### src/rtl/bitop_pkg.sv
package bitop_pkg;
  typedef enum logic {
    FORM_INDIRECT  = 1'b0,
    FORM_ABS_SHORT = 1'b1
  } mem_form_e;

  typedef struct packed {
    logic imm_src;
    logic do_clear;
    logic to_mem;
  } bitop_ctl_t;
endpackage

### src/rtl/bitop_decode.sv
module bitop_decode
  import bitop_pkg::*;
#(
  parameter int OPC_W = 16
) (
  input  logic [OPC_W-1:0] opcode,
  output bitop_ctl_t       ctl
);
  logic unused_bits;
  assign unused_bits = ^{opcode[OPC_W-1:9], opcode[6], opcode[2:0]};

  always_comb begin
    ctl.imm_src  = ~opcode[8];
    ctl.do_clear = opcode[7];
    ctl.to_mem   = (opcode[5:3] != 3'b000);
  end
endmodule

### src/rtl/bitop_core.sv
module bitop_core
  import bitop_pkg::*;
#(
  parameter int DATA_W = 32,
  parameter int BYTE_W = 8
) (
  input  bitop_ctl_t        ctl,
  input  logic [DATA_W-1:0] bitnum,
  input  logic [DATA_W-1:0] operand,
  input  logic [BYTE_W-1:0] mem_byte,
  output logic [DATA_W-1:0] new_val,
  output logic              old_bit,
  output logic              hi_index
);
  localparam int IDX_W  = $clog2(DATA_W);
  localparam int BIDX_W = $clog2(BYTE_W);

  logic [IDX_W-1:0]  idx;
  logic [DATA_W-1:0] sel;
  logic [DATA_W-1:0] mask;
  logic              unused_hi;

  assign unused_hi = ^bitnum[DATA_W-1:IDX_W];

  always_comb begin
    if (ctl.to_mem) begin
      idx = {{(IDX_W-BIDX_W){1'b0}}, bitnum[BIDX_W-1:0]};
      sel = {{(DATA_W-BYTE_W){1'b0}}, mem_byte};
    end else begin
      idx = bitnum[IDX_W-1:0];
      sel = operand;
    end
    mask     = {{(DATA_W-1){1'b0}}, 1'b1} << idx;
    old_bit  = |(sel & mask);
    new_val  = ctl.do_clear ? (sel & ~mask) : sel;
    hi_index = ~ctl.to_mem & idx[IDX_W-1];
  end
endmodule

### src/rtl/bitop_cycles.sv
module bitop_cycles
  import bitop_pkg::*;
#(
  parameter int CYC_W     = 5,
  parameter int TEST_REG  = 6,
  parameter int TEST_MEM  = 8,
  parameter int CLR_REG   = 8,
  parameter int CLR_MEM   = 12,
  parameter int IMM_EXTRA = 4,
  parameter int ABS_EXTRA = 4,
  parameter int HI_EXTRA  = 2
) (
  input  bitop_ctl_t       ctl,
  input  logic             abs_form,
  input  logic             hi_index,
  output logic [CYC_W-1:0] cycles
);
  logic [CYC_W-1:0] base;
  logic [CYC_W-1:0] add_imm;
  logic [CYC_W-1:0] add_abs;
  logic [CYC_W-1:0] add_hi;

  always_comb begin
    case ({ctl.do_clear, ctl.to_mem})
      2'b00:   base = CYC_W'(TEST_REG);
      2'b01:   base = CYC_W'(TEST_MEM);
      2'b10:   base = CYC_W'(CLR_REG);
      default: base = CYC_W'(CLR_MEM);
    endcase
    add_imm = ctl.imm_src ? CYC_W'(IMM_EXTRA) : '0;
    add_abs = (ctl.to_mem && abs_form) ? CYC_W'(ABS_EXTRA) : '0;
    add_hi  = (ctl.do_clear && hi_index) ? CYC_W'(HI_EXTRA) : '0;
    cycles  = base + add_imm + add_abs + add_hi;
  end
endmodule

### src/rtl/bitop_unit.sv
module bitop_unit
  import bitop_pkg::*;
#(
  parameter int OPC_W  = 16,
  parameter int EXT_W  = 16,
  parameter int DATA_W = 32,
  parameter int BYTE_W = 8,
  parameter int CYC_W  = 5
) (
  input  logic              clk,
  input  logic              rst,
  input  logic              start,
  input  logic [OPC_W-1:0]  opcode,
  input  logic [EXT_W-1:0]  ext_word,
  input  logic [DATA_W-1:0] reg_bitnum,
  input  logic [DATA_W-1:0] reg_operand,
  input  logic [BYTE_W-1:0] mem_byte,
  input  logic              mem_form,
  output logic [DATA_W-1:0] result,
  output logic              zero,
  output logic              wr_en,
  output logic [CYC_W-1:0]  cycles,
  output logic              done
);
  bitop_ctl_t        ctl;
  logic [DATA_W-1:0] bitnum;
  logic [DATA_W-1:0] new_val;
  logic              old_bit;
  logic              hi_index;
  logic [CYC_W-1:0]  cyc_next;

  bitop_decode #(.OPC_W(OPC_W)) u_dec (
    .opcode (opcode),
    .ctl    (ctl)
  );

  assign bitnum = ctl.imm_src ? {{(DATA_W-EXT_W){1'b0}}, ext_word} : reg_bitnum;

  bitop_core #(.DATA_W(DATA_W), .BYTE_W(BYTE_W)) u_core (
    .ctl      (ctl),
    .bitnum   (bitnum),
    .operand  (reg_operand),
    .mem_byte (mem_byte),
    .new_val  (new_val),
    .old_bit  (old_bit),
    .hi_index (hi_index)
  );

  bitop_cycles #(.CYC_W(CYC_W)) u_cyc (
    .ctl      (ctl),
    .abs_form (mem_form == FORM_ABS_SHORT),
    .hi_index (hi_index),
    .cycles   (cyc_next)
  );

  always_ff @(posedge clk) begin
    if (rst) begin
      result <= '0;
      zero   <= 1'b0;
      wr_en  <= 1'b0;
      cycles <= '0;
      done   <= 1'b0;
    end else begin
      done  <= start;
      wr_en <= start & ctl.do_clear;
      if (start) begin
        result <= new_val;
        zero   <= ~old_bit;
        cycles <= cyc_next;
      end
    end
  end
endmodule

### config.mk
export PLATFORM = sky130hd
export DESIGN_NAME = bitop_unit
export DESIGN_NICKNAME = d
export VERILOG_FILES = /design/src/rtl/bitop_pkg.sv /design/src/rtl/bitop_decode.sv /design/src/rtl/bitop_core.sv /design/src/rtl/bitop_cycles.sv /design/src/rtl/bitop_unit.sv
export SDC_FILE = /design/constraint.sdc
export NUM_CORES = 1
export LEC_CHECK = 0
export BUFFER_PORTS_ARGS = -buffer_cell sky130_fd_sc_hd__buf_2
export CORE_MARGIN = 2
export CORE_UTILIZATION = 47
export CTS_CLUSTER_SIZE = 28
export DETAILED_ROUTE_END_ITERATION = 10
export PLACE_DENSITY = 0.95
export SLEW_MARGIN = 15
export SYNTH_ARGS = -nofsm -noshare
export SYNTH_HDL_FRONTEND = slang
export SYNTH_SLANG_ARGS = --single-unit
### constraint.sdc
create_clock -name clk -period 6.49 [get_ports clk]
set_clock_uncertainty 0.2 [all_clocks]
set_input_delay 1.947 -clock clk [delete_from_list [all_inputs] [get_ports clk]]
set_output_delay 1.947 -clock clk [all_outputs]
set_load 0.01 [all_outputs]
-- After elaboration in Yosys (flattened, before gate mapping)
Cells that the tools add are included.
- add/sub/neg operators: 3
- equality and inequality tests: 2
- mux-type cells: 8
- reductions and logical operators: 6
- shifts and indexed selects: 1
- bitwise gates (word level): 7
- operator list (cell ; count):
    AND 32 bit ; 2
    two-way mux 32 bit ; 2
    inverter 32 bit ; 1
    OR reduction 32 bit ; 1
    left shift 1 x 5 -> 32 bit, first input constant ; 1
    adder 5 bit ; 2
    two-way mux 5 bit ; 2
    one-hot mux 4 bit (2 select lines) ; 1
    two-way mux 3 bit ; 2
    adder 4 x 5 -> 5 bit ; 1
    nonzero test 3 bit ; 1
    AND 1 bit ; 2
    == test 2 x 1 -> 1 bit, second input constant ; 1
    == test 2 bit, second input constant ; 1
    logical AND 1 bit ; 2
    zero test 2 bit ; 1
    two-way mux 2 bit ; 1
    inverter 1 bit ; 2
    OR reduction 2 bit ; 1
- flip-flop bits (word level): 40
- bits of input ports: 108
- word-level logic and storage cells: 32
- output and inout port bits: 40

-- Logic depth before layout (Yosys ltp)
Gate-level depths: netlist of run 1.
- depth in word-level cells: 7
- gate-level depth with buffers: 12
- depth with buffers taken out: 9

-- By module
Synthesis of run 1 repeated with hierarchy kept, for this count alone.
- cell total of the unflattened synthesis: 322
- area, all modules: 2844.0 um2
- modules (own cells, without submodules) (module ; area an instance (um2) ; seq. area each (um2) ; instances ; cells each):
    bitop_unit ; 1734.2 ; 800.8 ; 1 ; 162
    bitop_core ; 963.4 ; 0.0 ; 1 ; 143
    bitop_cycles ; 128.9 ; 0.0 ; 1 ; 14
    bitop_decode ; 17.5 ; 0.0 ; 1 ; 3

-- Worst setup path before layout of run 1
Ideal clock, no wire load.
- path kind: input port to flip-flop
- start: input port opcode[5]
- end: register cycles[3]
- path slack: 1.739 ns
- setup time: 0.086 ns
- required time: 6.204 ns
- arrival: 4.465 ns
- path buffers: 3
- cell stages on the path: 12
- cells stage by stage: or3_1 > buf_2 > clkinv_2 > buf_6 > buf_2 > ha_1 > inv_1 > fa_1 > ha_1 > inv_1 > fa_1 > a211oi_1
- word-level cells in the longest chain between the ends: 7
- elaborated cells between the ends (all ways): 16
- those cells by class: 3 x add/sub; 2 x eq/ne; 4 x mux; 2 x bitwise; 5 x reduce/logical
- RTL lines (what ; line ; RTL):
    from (decl) ; bitop_unit.sv:13 ; input logic [OPC_W-1:0] opcode,
    nonzero test 3 bit * ; bitop_decode.sv:15 ; ctl.to_mem = (opcode[5:3] != 3'b000);
    == test 2 x 1 -> 1 bit / == test 2 bit (equally long branches) ; bitop_cycles.sv:24 ; case ({ctl.do_clear, ctl.to_mem})
    OR reduction 2 bit (no source line) ; -- ;
    one-hot mux 4 bit (2 select lines) ; bitop_cycles.sv:24 ;
    adder 4 x 5 -> 5 bit ; bitop_cycles.sv:33 ; cycles = base + add_imm + add_abs + add_hi;
    adder 5 bit ; bitop_cycles.sv:33 ;
    adder 5 bit * ; bitop_cycles.sv:33 ;
    to (signal assigned) ; bitop_unit.sv:69 ; cycles <= cyc_next;
    to (decl) ; bitop_unit.sv:22 ; output logic [CYC_W-1:0] cycles,
Every way passes the cells marked *; elsewhere a longest branch is shown, timed or not.
A chain may end at the register's enable or synchronous reset.

-- Final worst setup path of run 1
Same ends and word-level chain as after synthesis.

==> key figures, run 1 <==
Outcome
  – Status: completed

Pwr
  – Switching Share: 0.307
  – Leakage: 1.27 nW
  – Pwr per Cell Area: 178 nW/um2
  – Comb power frac: 0.215
  – Peak VDD IR: 0.0857 mV
  – Final Power: 0.532 mW
  – Switch Pwr: 0.163 mW
  – Reg power frac: 0.473
  – Clock share of power: 0.312
  – Cell internal pwr: 0.369 mW

GRT
  – Global-route track usage on met3: 0.0542
  – First-pass GRT wire length: 10.9 mm
  – Initial antenna violation count: 0
  – Total grt overflow: 0
  – Largest net degree at the start of global routing: 55
  – Via count of the first global-routing pass: 2403
  – Busiest grt layer: met2
  – Met2 Track Usage GR: 0.393
  – Grt met1 use: 0.323
  – Tot GR Track Use: 0.251

Clock tree
  – CTS Hold Bufs: 0
  – Clk pin slew, worst setup/hold paths: 70 ps
  – Num Clock Sinks: 39
  – H-tree depth: 2
  – PostCTS Resize Cnt: 0
  – CTS root buffer: clkbuf_8
  – Worst skew pair latency: 290 ps
  – Cts bufs inserted: 5
  – TritonCTS clock tree: built
  – Clk buf depth: 2
  – Setup Fix Bufs, Post-CTS: 0

Flow run
  – Max cap viols: 0

Finish
  – Ant. Diodes: 0
  – Final Util: 0.593
  – Layout cells sized above 1: 0.325
  – Total Nets Final: 494
  – Area growth syn-to-layout: 23.5%

Placed design
  – I/O Buffers: 97
  – Worst slack, placed: 1650 ps
  – Final HPWL DP: 5.20 mm
  – RD Place Congestion: 0.926

Setup path
  – CP Launch Type: primary input
  – CP endpoint kind: register
  – Crit path cell chain: buf_2 -> or3_1 -> clkinv_2 -> buf_4 -> nand3_1 -> inv_2 -> ha_1 -> ha_1 -> inv_1 -> fa_1 -> a211oi_1
  – Crit path DAT: 4610 ps
  – CP peak stage delay: 690 ps
  – WP data required: 6500 ps
  – Most Frequent Cell on Critical Path: ha_1
  – Max FO, Critical Path: 35
  – Kind of critical path: primary input to register
  – Worst path slowest cell: or3_1

Timing
  – Final worst slack: 1890 ps
  – Worst-Margin Slew: 1120 ps
  – Fin crit share: 0.709
  – Final setup fails: 0
  – Hold Violations, Final: 0
  – RSZ-0062 raised after global routing: no
  – Min cycle time layout: 4600 ps
  – Setup TNS Final: 0 ps
  – FMAX: 217 MHz
  – Fin. max-slew vios: 0
  – Rel. slew slack: 0.236

Synthesis
  – Cells after synthesis: 295
  – Mean Syn Cell Area: 8.21 um2
  – Post-synth net total: 409
  – Post-synth ARST share: 0
  – Synth Register Bits: 39
  – Top FF cell, synth: dfxtp_1
  – Xor-xnor portion of the synthesized cell area: 0
  – Ys Warns: 0
  – Top post-synthesis cells by area: dfxtp_1 (32%), nand2_1 (6.4%), nand2b_1 (4.7%), a21oi_1 (4.5%), nand4_1 (4.1%)
  – Post-synth top area share: 0.322
  – Register area share after synthesis: 0.322
  – Unique masters post-synth: 57
  – Adder-cell share of the synthesized area: 0.0372
  – Synth Area in Compound Gates: 0.247
  – Number of synthesized flops with an enable pin: 0
  – Simple-Gate Fraction of Synth Area: 0.283
  – Synthesized area: 2420 um2
  – Multiplexer area fraction after synthesis: 0.0548
  – Area leader, netlist: dfxtp_1
  – Largest family of logic cells by synthesized area: simple AND/OR/NAND/NOR gates

Route
  – DR WL/cell: 16.1 um
  – ANT nets after route: 0
  – Initial drt markers: 282
  – Drt pass-1 iters: 7
  – DR vias/cell: 6.00
  – Vias: 2705
  – DRC violations left: 0
  – Final wirelength: 7.27 mm

Floorplan
  – Core Region: 5040 um2
  – Starting Density: 0.480
  – Ports: 148
  – Chip width: 75.8 um
  – Die area: 5740 um2
  – Chip Height: 75.8 um
  – Standard-cell rows: 26

Hold path
  – Worst hold path type: register to register
cells in the mapped netlist, types with 2 or more instances:
library cell / number
nand3_1: 16
and2_1: 2
a211oi_1: 7
a32o_1: 9
nor3b_1: 2
and3_1: 2
nor2_2: 2
mux2i_1: 7
nor2_1: 21
buf_2: 5
inv_1: 5
clkbuf_1: 9
o31ai_4: 2
o21ai_0: 4
a31oi_1: 8
nand4bb_1: 2
nand2b_1: 18
buf_1: 2
nand2_1: 41
nand4_1: 16
o22ai_2: 2
dfxtp_1: 39
a21oi_1: 22
mux2_2: 2
ha_1: 4
a22oi_1: 6
a32oi_1: 4
fa_1: 2
a21boi_1: 2
buf_4: 3
or4b_1: 2
inv_2: 2
worst paths after layout:
path | start | end | slack [ps] | depth (start not counted)
worst min register to register | result[24] | result[24] | 260 | 1
worst max-delay path | opcode[5] | cycles[3] | 1890 | 11
worst max register to register | result[4] | result[4] | 5580 | 2
worst min-delay path | result[24] | result[24] | 260 | 1
layout by cell type, fill, tap and decap left out, types with 4 or more instances in the layout:
cell       n
a211oi_1   7
a21oi_1   22
a22oi_1    6
a31oi_1    8
a32o_1     9
a32oi_1    4
buf_2     97
clkbuf_8   5
dfxtp_1   39
ha_1       4
inv_1      5
mux2i_1    6
nand2_1   41
nand2b_1  18
nand3_1   16
nand4_1   16
nor2_1    21
o21ai_0    4
layout make-up:
class,count,area [um2]
multi-input cells,228,1510
well taps,70,87.6
clock buffers,6,72.6
fillers,450,2050
repair buffers,98,493
flip-flops and latches,39,781
inverters,8,31.3
clock inverters,2,12.5
state kept, by name (all words and copies together), names as in the netlist:
name    flops
result     32
wr_en       1
zero        1
done        1
cycles      4
worst max-delay path: cells and delay by family:
family          cells  cell delay (ps)
simple gates        2              910
fa+ha+maj           3              710
compound gates      1              220
buf+inv             5              810
through the flow:
stage	instance area [um2]	std cells	hold slack, ps
3_5_place_dp	2910	443	249
4_1_cts	2990	451	267
3_3_place_gp	2910	443	244
5_1_grt	2990	451	287
2_1_floorplan	2420	295	290
6_report	2990	451	263
layer usage:
metal / wire (um) / share of wire
met4: 267 / 0.037
met2: 3320 / 0.46
met1: 2860 / 0.39
met3: 821 / 0.11
met5: 0 / 0
cell families (layout without fill, tap and decap cells):
kind of cell    count (synthesis)  in the layout
flops                          39             39
simple gates                  132            132
buf+inv                        28            114
mux                            12             12
other cells                     1              1
fa+ha+maj                       6              6
compound gates                 77             77
power groups by stage:
stage	Sequential (mW)	Clock, mW	Combinational [mW]
after floorplan	0.262	0	0.0632
after global placement	0.257	0	0.108
after detailed placement	0.258	0	0.111
after CTS	0.252	0.168	0.112
after global routing	0.253	0.176	0.124
final	0.252	0.166	0.114
Note: power is estimated with default switching activity, not from simulation.
==> run 2, diff against run 1 <==
--- a/config.mk
+++ b/config.mk
@@ -7,10 +7,10 @@
 export LEC_CHECK = 0
 export BUFFER_PORTS_ARGS = -buffer_cell sky130_fd_sc_hd__buf_2
 export CORE_MARGIN = 2
-export CORE_UTILIZATION = 47
+export CORE_UTILIZATION = 43
 export CTS_CLUSTER_SIZE = 28
 export DETAILED_ROUTE_END_ITERATION = 10
-export PLACE_DENSITY = 0.95
+export PLACE_DENSITY = 0.91
 export SLEW_MARGIN = 15
 export SYNTH_ARGS = -nofsm -noshare
 export SYNTH_HDL_FRONTEND = slang
==> constraint.sdc (replaced) <==
create_clock -name clk -period 4.5 [get_ports clk]
set_clock_uncertainty 0.2 [all_clocks]
set_input_delay 1.35 -clock clk [delete_from_list [all_inputs] [get_ports clk]]
set_output_delay 1.35 -clock clk [all_outputs]
set_load 0.01 [all_outputs]
==> run 2 against run 1 <==
Net effect: clock-buffer cell count rose by 1; critical path depth shrank 1; combinational power is 47% higher; sequential power up 44%; highest routed layer unchanged.
==> key figures, run 2 (same netlist as run 1, synthesis figures left out) <==
Outcome
  – Status: completed

Clock tree
  – Num Clock Sinks: 39 (unchanged)
  – Setup Fix Bufs, Post-CTS: 0 (unchanged)
  – Cts bufs inserted: 5 (unchanged)
  – Clk pin slew, worst setup/hold paths: 90 ps (+20 ps)
  – CTS Hold Bufs: 0 (unchanged)
  – Worst skew pair latency: 290 ps (about the same)
  – Clk buf depth: 2 (unchanged)
  – H-tree depth: 2 (unchanged)
  – CTS root buffer: clkbuf_8
  – PostCTS Resize Cnt: 0 (unchanged)
  – TritonCTS clock tree: built

Finish
  – Post-route cell area: 3030 um2 (+1.5%)
  – Max FFs per register: 32 (unchanged)
  – Biggest regs: result: 32 flops, cycles: 4 flops
  – Area growth syn-to-layout: 25.3%
  – Most flop-heavy register: result
  – Commonest non-fill, non-tap cell in the layout: buf_2
  – # fillers: 545 (+21%)
  – Commonest non-fill, non-tap cells in the layout: buf_2 (97), nand2_1 (41), dfxtp_1 (39), a21oi_1 (22), nor2_1 (21)
  – Total Nets Final: 497 (+0.61%)
  – Ant. Diodes: 0 (unchanged)
  – Layout cells sized above 1: 0.333 (+0.00787)
  – Final Instance Count excl. Fillers: 456 (+1.1%)

Floorplan
  – Starting Density: 0.442 (-0.0378)
  – Chip Height: 79.0 um (+4.3%)
  – Chip width: 79.0 um (+4.3%)
  – Ports: 148 (unchanged)
  – Die area: 6250 um2 (+8.8%)
  – Core Region: 5470 um2 (+8.5%)
  – Standard-cell rows: 27 (+3.8%)

Setup path
  – CP endpoint kind: register
  – Crit path DAT: 3660 ps (-950 ps)
  – Crit path cell chain: buf_2 -> or3_1 -> clkinv_2 -> ha_1 -> inv_1 -> fa_1 -> ha_1 -> inv_1 -> fa_1 -> a211oi_1
  – Kind of critical path: primary input to register
  – Reg2Reg Setup Slack: 3570 ps (-2010 ps)
  – CP peak stage delay: 460 ps (-230 ps)
  – Worst Reg2Reg Path Length in Cells: 2 (unchanged)
  – Crit path launch: opcode[5]
  – Worst path slowest cell: or3_1
  – WP data required: 4510 ps (-1990 ps)
  – RR Endpoint: result[4]
  – Max FO, Critical Path: 4 (-89%)
  – CP Launch Type: primary input
  – R2R Path Start: result[4]
  – CP bufs+invs: 4 (-1)
  – Crit-path leading delay family: adder cells

Hold path
  – Hold endpoint: result[15]
  – Hold_sp: result[15]
  – Hold path depth: 2 (+1)
  – Worst hold path type: register to register

Timing
  – Worst-Margin Slew: 699 ps (-425 ps)
  – Hold Violations, Final: 0 (unchanged)
  – RSZ-0062 raised after global routing: no
  – Final setup fails: 0 (unchanged)
  – FMAX: 274 MHz
  – Setup TNS Final: 0 ps (unchanged)
  – Min cycle time layout: 3660 ps
  – Fin. max-slew vios: 0 (unchanged)
  – Rel. slew slack: 0.531 (+0.295)
  – Final worst slack: 844 ps (-1050 ps)
  – Fin crit share: 0.812

GRT
  – Largest net degree at the start of global routing: 45 (-18%)
  – Tot GR Track Use: 0.237 (-0.0142)
  – Initial antenna violation count: 0 (unchanged)
  – First-pass GRT wire length: 11.7 mm (+7.1%)
  – Total grt overflow: 0 (unchanged)
  – Via count of the first global-routing pass: 2367 (-1.5%)

Route
  – Vias: 2682 (-0.85%)
  – Final wirelength: 7.48 mm (+3.0%)
  – DR vias/cell: 5.88 (-1.9%)
  – DRC violations left: 0 (unchanged)
  – Routed wl met3: 801 um (-2.4%)
  – Initial drt markers: 392 (+39%)
  – Met2 WL: 3.41 mm (+2.7%)
  – ANT nets after route: 0 (unchanged)
  – Drt pass-1 iters: 5 (-2)
  – Max layer used: met4
  – DR WL/cell: 16.4 um (+1.8%)
  – Met1 Wirelength: 3.13 mm (+9.4%)

Pwr
  – Switch Pwr: 0.240 mW (+47%)
  – Clock share of power: 0.340 (+0.028)
  – Reg power frac: 0.452 (-0.021)
  – Cell internal pwr: 0.565 mW (+53%)
  – Switching Share: 0.298 (-0.00856)
  – Leakage: 1.29 nW (+1.8%)
  – Final Power: 0.805 mW (+51%)
  – Comb power frac: 0.208 (-0.007)
  – Pwr per Cell Area: 265 nW/um2 (+49%)
  – Peak VDD IR: 0.192 mV (+120%)

Placed design
  – Worst slack, placed: 518 ps (-1130 ps)
  – RD Place Congestion: 0.946 (+2.2%)
  – Placed cell areas: 2930 um2 (+0.86%)
  – I/O Buffers: 97 (unchanged)
  – Placed cells: 448 (+1.1%)
  – Final HPWL DP: 5.59 mm (+7.5%)

Flow run
  – Max cap viols: 0 (unchanged)
## run 2: changes by cell type in the layout (fill, tap and decap cells not counted), sizes merged
cell	delta
clkinv	-1
buf	+3
clkbuf	+1
## run 2: cell type report
class,instances,area [um2],area share
clock buffer,7,96.3,0.0318
clock inverter,1,7.51,0.00247
multi-input combinational,228,1510,0.499
sequential,39,781,0.257
inverter,8,31.3,0.0103
timing repair buffer,101,515,0.170
tap,72,90.1,0.0297
## run 2: worst max-delay path by stage
stage                      endpoint  slack, ps  cells past startpoint
after floorplan           cycles[3]        350                     12
after global placement    cycles[3]        670                     10
after global routing      cycles[3]        760                     10
final                     cycles[3]        840                     10
after CTS                 cycles[3]        820                     10
after detailed placement  cycles[3]        520                     10
## run 2: stage by stage
stage,utilization,hold WS [ps]
floorplan,-,290
global placement,0.535,245
detailed placement,0.535,253
CTS,0.554,272
global route,0.554,291
finish,0.554,271
## run 2: worst min-delay path: stages, from the launching register on
cell and delay (ps):
dfxtp_1 310, nand2b_1 60, a21oi_1 50
## run 2: per-layer routing
metal	GRT usage	vias up
met4	0.0707	0
met2	0.375	153
li1	-	1267
met3	0.0602	23
met5	0	-
met1	0.318	1239
## run 2: power groups by stage
| stage | sequential [mW] | clock, mW | combinational [mW] |
|---|---|---|---|
| detailed placement | 0.372 | 0 | 0.164 |
| CTS | 0.364 | 0.272 | 0.165 |
| finish | 0.364 | 0.274 | 0.168 |
| global route | 0.365 | 0.293 | 0.181 |
| floorplan | 0.378 | 0 | 0.0912 |
| global placement | 0.371 | 0 | 0.159 |
